[src/rtl/ncl_pkg.sv]
// Package: shared rail encoding and default sizes for the one-hot sum stage.
// Assumes: a rail value of 1 is data and 0 is null.
package ncl_pkg;
    typedef enum logic {
        RAIL_NULL = 1'b0,
        RAIL_DATA = 1'b1
    } rail_t;

    localparam int DEF_A_RAILS = 2;
    localparam int DEF_B_RAILS = 3;
endpackage

[src/rtl/ncl_rail_term.sv]
// Module: ncl_rail_term
// Does: computes, for one sum rail, the OR of all operand-pair products whose
//       values add up to RAIL_IDX, and whether any rail feeding those products
//       is still data.
// Assumes: operands are one-hot or all-zero; purely combinational.
module ncl_rail_term #(
    parameter int A_RAILS  = 2,
    parameter int B_RAILS  = 3,
    parameter int RAIL_IDX = 0
) (
    input  logic [A_RAILS-1:0] op_a,
    input  logic [B_RAILS-1:0] op_b,
    output logic               term_o,
    output logic               busy_o
);
    // Sum-of-products for this rail, and the activity of its feeding rails.
    always_comb begin
        term_o = 1'b0;
        busy_o = 1'b0;
        for (int i = 0; i < A_RAILS; i++) begin
            for (int j = 0; j < B_RAILS; j++) begin
                if (i + j == RAIL_IDX) begin
                    term_o = term_o | (op_a[i] & op_b[j]);
                    busy_o = busy_o | op_a[i] | op_b[j];
                end
            end
        end
    end
endmodule

[src/rtl/ncl_hyst_rail.sv]
// Module: ncl_hyst_rail
// Does: one state-holding output rail. It sets when its product term (with
//       close) is true and clears when close is null and none of its feeding
//       rails is data; otherwise it keeps its value.
// Assumes: synchronous active-low reset; evaluation once per clock edge.
module ncl_hyst_rail (
    input  logic clk,
    input  logic rst_n,
    input  logic close_i,
    input  logic term_i,
    input  logic busy_i,
    output logic rail_q
);
    import ncl_pkg::*;

    // Hysteresis update: set, clear or hold.
    always_ff @(posedge clk) begin
        if (!rst_n) begin
            rail_q <= RAIL_NULL;
        end else if (close_i && term_i) begin
            rail_q <= RAIL_DATA;
        end else if (!close_i && !busy_i) begin
            rail_q <= RAIL_NULL;
        end
    end

    AST_RAIL_SETS: assert property (@(posedge clk) disable iff (!rst_n)
        (close_i && term_i) |=> rail_q) else $error("rail did not set");
    AST_RAIL_HOLDS_DATA: assert property (@(posedge clk) disable iff (!rst_n)
        (close_i && rail_q) |=> rail_q) else $error("data not held");
    AST_RAIL_CLEARS: assert property (@(posedge clk) disable iff (!rst_n)
        (!close_i && !busy_i) |=> !rail_q) else $error("rail did not clear");
    AST_RAIL_HOLDS_NULL: assert property (@(posedge clk) disable iff (!rst_n)
        (!close_i && !rail_q) |=> !rail_q) else $error("null not held");
endmodule

[src/rtl/ncl_completion.sv]
// Module: ncl_completion
// Does: completeness detection over a one-hot rail group: data once any rail
//       is data, null once all rails are null.
// Assumes: the rails are state-holding, so the OR is glitch-free per cycle.
module ncl_completion #(
    parameter int RAILS = 4
) (
    input  logic [RAILS-1:0] rails_i,
    output logic             done_o
);
    // Completion is the OR of the rails.
    always_comb begin
        done_o = |rails_i;
    end
endmodule

[src/rtl/ncl_sum_stage.sv]
// Module: ncl_sum_stage
// Does: adds a one-hot A_RAILS operand to a one-hot B_RAILS operand. Flow
//       registration is merged into the sum function through close_i, and
//       completion is reported on done_o.
// Assumes: the producers send complete wavefronts and alternate data with
//          null; close_i is the inverse of the next stage's completion.
module ncl_sum_stage #(
    parameter int A_RAILS = ncl_pkg::DEF_A_RAILS,
    parameter int B_RAILS = ncl_pkg::DEF_B_RAILS,
    localparam int S_RAILS = A_RAILS + B_RAILS - 1
) (
    input  logic               clk,
    input  logic               rst_n,
    input  logic [A_RAILS-1:0] op_a,
    input  logic [B_RAILS-1:0] op_b,
    input  logic               close_i,
    output logic [S_RAILS-1:0] sum_o,
    output logic               done_o
);
    logic [S_RAILS-1:0] term_w;
    logic [S_RAILS-1:0] busy_w;

    // One term generator and one hysteresis rail per sum value.
    for (genvar k = 0; k < S_RAILS; k++) begin : g_rail
        ncl_rail_term #(
            .A_RAILS (A_RAILS),
            .B_RAILS (B_RAILS),
            .RAIL_IDX(k)
        ) u_term (
            .op_a  (op_a),
            .op_b  (op_b),
            .term_o(term_w[k]),
            .busy_o(busy_w[k])
        );

        ncl_hyst_rail u_rail (
            .clk    (clk),
            .rst_n  (rst_n),
            .close_i(close_i),
            .term_i (term_w[k]),
            .busy_i (busy_w[k]),
            .rail_q (sum_o[k])
        );
    end

    ncl_completion #(.RAILS(S_RAILS)) u_done (
        .rails_i(sum_o),
        .done_o (done_o)
    );

    AST_RESET_NULL: assert property (@(posedge clk)
        !rst_n |=> (sum_o == '0 && !done_o)) else $error("reset not null");
    AST_DONE_RISE_CLOSED: assert property (@(posedge clk) disable iff (!rst_n)
        $rose(done_o) |-> $past(close_i)) else $error("done rose while close null");
    AST_DONE_FALL_OPEN: assert property (@(posedge clk) disable iff (!rst_n)
        $fell(done_o) |-> !$past(close_i)) else $error("done fell while close data");
endmodule

[config.mk]
export PLATFORM = sky130hd
export DESIGN_NAME = ncl_sum_stage
export DESIGN_NICKNAME = d
export VERILOG_FILES = /design/src/rtl/ncl_pkg.sv /design/src/rtl/ncl_rail_term.sv /design/src/rtl/ncl_hyst_rail.sv /design/src/rtl/ncl_completion.sv /design/src/rtl/ncl_sum_stage.sv
export SDC_FILE = /design/constraint.sdc
export NUM_CORES = 1
export LEC_CHECK = 0
export BUFFER_PORTS_ARGS = -buffer_cell sky130_fd_sc_hd__buf_2
export CAP_MARGIN = 20
export CORE_AREA = 2 2 39 41
export DETAILED_ROUTE_END_ITERATION = 8
export DIE_AREA = 0 0 41 43
export HOLD_SLACK_MARGIN = 0.12
export PLACE_DENSITY_LB_ADDON = 0.08
export SLEW_MARGIN = 25
export SYNTH_ARGS = -nofsm -noshare
export SYNTH_HDL_FRONTEND = slang
export SYNTH_HIERARCHICAL = 1
export SYNTH_SLANG_ARGS = --single-unit
[constraint.sdc]
create_clock -name clk -period 1.1 [get_ports clk]
set_input_delay 0.165 -clock clk [delete_from_list [all_inputs] [get_ports clk]]
set_output_delay 0.165 -clock clk [all_outputs]
set_load 0.01 [all_outputs]
==> results.yml <==
clock_tree:
  post-cts-setup-buffers: 0
  cts_buffers: 3
  htree_levels: 1
  hold_buffers: 0
  clk_pin_slew_worst_paths_ps: 40
  cts_tree: "built"
  clock-root-buffer: "clkbuf_4"
  clock_sinks: 4
  clock_path_buffers: 2
  clock_latency_ps: 230
sta:
  finalHoldViolCount: 0
  tightest_slew_ps: 130
  fin_crit_sh: 1.22
  tns_ps: -238
  rsz0062_at_grt: "true"
  finClkSkew_ps: 0
  fin_ws_ps: -238
  clock.fmax_mhz: 748
  max_slew_margin: 0.913
  finalSetupViolations: 1
  slew_violations: 0
  finalCriticalPeriod_ps: 1340
grt:
  antenna_found_initial: 0
  overflow: 0
  grt_pass1_vias: 244
  grt_first_pass_wirelength_um: 917
  track_usage: 0.0812
  grt_max_degree: 9
finish:
  largest_reg_flops: 4
  top_register: "g_rail.u_rail/rail_q"
  syn2layout_area_growth_pct: 68.6
  layout.nets: 56
  stdcell_count: 62
  regArea_sq_um: 80.1
  multiInputGateArea_sq_um: 135
  final_layout_size_suffix_gt1_frac: 0.543
  reg_top3: "g_rail.u_rail/rail_q (4)"
  fillers: 159
  diodes: 0
critical_path:
  r2r-end: "g_rail[0].u_rail/rail_q"
  path_max_fanout: 2
  critPathLaunchType: "flop"
  crit_arrival_ps: 1170
  critPathMaxStageDelay_ps: 500
  slowest_stage: "or4_1"
  crit_buf_inv: 1
  cp_top_family: "simple AND/OR/NAND/NOR gates"
  r2r-start: "g_rail[0].u_rail/rail_q"
  cp-end-kind: "output pin"
  cp.depth: 2
  critical_path_class: "reg2out"
  r2r_cells: 3
  cp.required_ps: 940
  worst-r2r-setup-slack_ps: 430
  crit_chain: "or4_1, buf_2"
routing:
  dr_total_vias: 248
  firstDrtPassIters: 4
  drtIter0Drc: 5
  detail-route-antenna-nets: 0
  drt-total-wl_um: 562
  wl_per_cell_um: 9.06
  drcViolationCount: 0
  viasPerCell: 4.00
hold_path:
  min_path_type: "in2reg"
  hold_path_end: "g_rail[1].u_rail/rail_q"
  holdPathStages: 2
  hold_start: "rst_n"
yosys:
  synth-edff-count: 0
  synth-async-reset-ratio: 0
  synth_area_leaders: "dfxtp_1 37%, a21boi_1 14%, or4_1 10%"
  syn_inst: 25
  synth.net_count: 33
  syn-cell-area_sq_um: 215
  synth_sequential_area_ratio: 0.372
  synth_top_area_frac: 0.372
  synth_ff_type: "dfxtp_1"
  synth_area_per_cell_sq_um: 8.61
  synth_commonest_cells: "4 x a21boi_1, 4 x dfxtp_1, 4 x nand2_1, 4 x o21ai_1, 3 x or4_1"
  synth-seq-cells: 4
  yosys_warnings: 6
  yosysTopAreaCell: "dfxtp_1"
  ys_types: 8
placement:
  dpl.cell_count: 59
  port_buffers: 12
  gp_congestion: 0.609
floorplanning:
  die_height_um: 43
  core_area_sq_mm: 0.00138
  die_area_sq_mm: 0.00176
  io_pins: 13
  initial_core_util: 0.156
  die_w_um: 41
  num_rows: 14
outcome:
  outcome: "finished with violations"
  violations: "setup timing"
pwr:
  p_leak_nw: 0.174
  vdd_drop_max_mv: 0.223
  power_density_mw_per_mm2: 1180
run:
  maxCapViolCount: 0
## worst register-to-register path, stage by stage, from the launching register on
cell,delay [ps]
dfxtp_1,320
buf_4,110
o21ai_1,50
a21boi_1,130
## layout make-up
class	count	share of cell area
clock buffer	3	0.0621
multi-input combinational	21	0.372
timing repair buffer	18	0.290
tap	16	0.0552
sequential	4	0.221
## worst max-delay path by stage
| stage | from | to |
|---|---|---|
| 3_5_place_dp | op_b[1] | g_rail[1].u_rail/rail_q |
| 6_report | g_rail[3].u_rail/rail_q | done_o |
| 2_1_floorplan | g_rail[1].u_rail/rail_q | done_o |
| 3_3_place_gp | op_b[1] | g_rail[1].u_rail/rail_q |
| 4_1_cts | g_rail[1].u_rail/rail_q | done_o |
| 5_1_grt | g_rail[3].u_rail/rail_q | done_o |
## through the flow
stage	hold slack, ps	instance area, sq um	total power, mW	util	setup slack (ps)
2_1_floorplan	307	215	0.200	-	34.3
3_3_place_gp	457	340	0.257	0.246	-25.9
3_5_place_dp	460	340	0.258	0.246	-30.3
4_1_cts	212	363	0.444	0.262	-253
5_1_grt	228	363	0.459	0.262	-286
6_report	217	363	0.429	0.262	-238
## power breakdown
part | internal [mW] | switching, mW
combinational | 0.0535 | 0.0412
sequential | 0.155 | 0.00422
clock | 0.122 | 0.0534
total | 0.330 | 0.0988
## cell usage in the layout, fill, tap and decap left out
cell / Yosys / final
and2_2: 2 / 2
buf_2: 0 / 12
nand2_1: 4 / 4
a21boi_1: 4 / 4
o21ai_1: 4 / 4
a22o_2: 2 / 2
clkbuf_4: 0 / 3
dfxtp_1: 4 / 4
or4_1: 3 / 3
or2_1: 2 / 2
buf_4: 0 / 6
## per-layer routing
layer / part of all wire / GRT usage
met1: 0.42 / 0.105
met2: 0.46 / 0.0938
met3: 0.12 / 0.0157
met4: 0 / 0.100
met5: 0 / 0
## cells by family (layout without fill, tap and decap cells)
family,count (synthesis),after routing,share of synthesized area
and+or+nand+nor,11,11,0.302
DFF,4,4,0.372
buffers and inverters,0,21,0
AOI/OAI and AO/OA,10,10,0.326
## what timing repair did
action / in CTS / in global routing
pin swaps: 0 / 1
setup endpoints to repair: 1 / 1
gates cloned: 0 / 0
resized for setup: 0 / 0
Note: power is estimated with default switching activity, not from simulation.
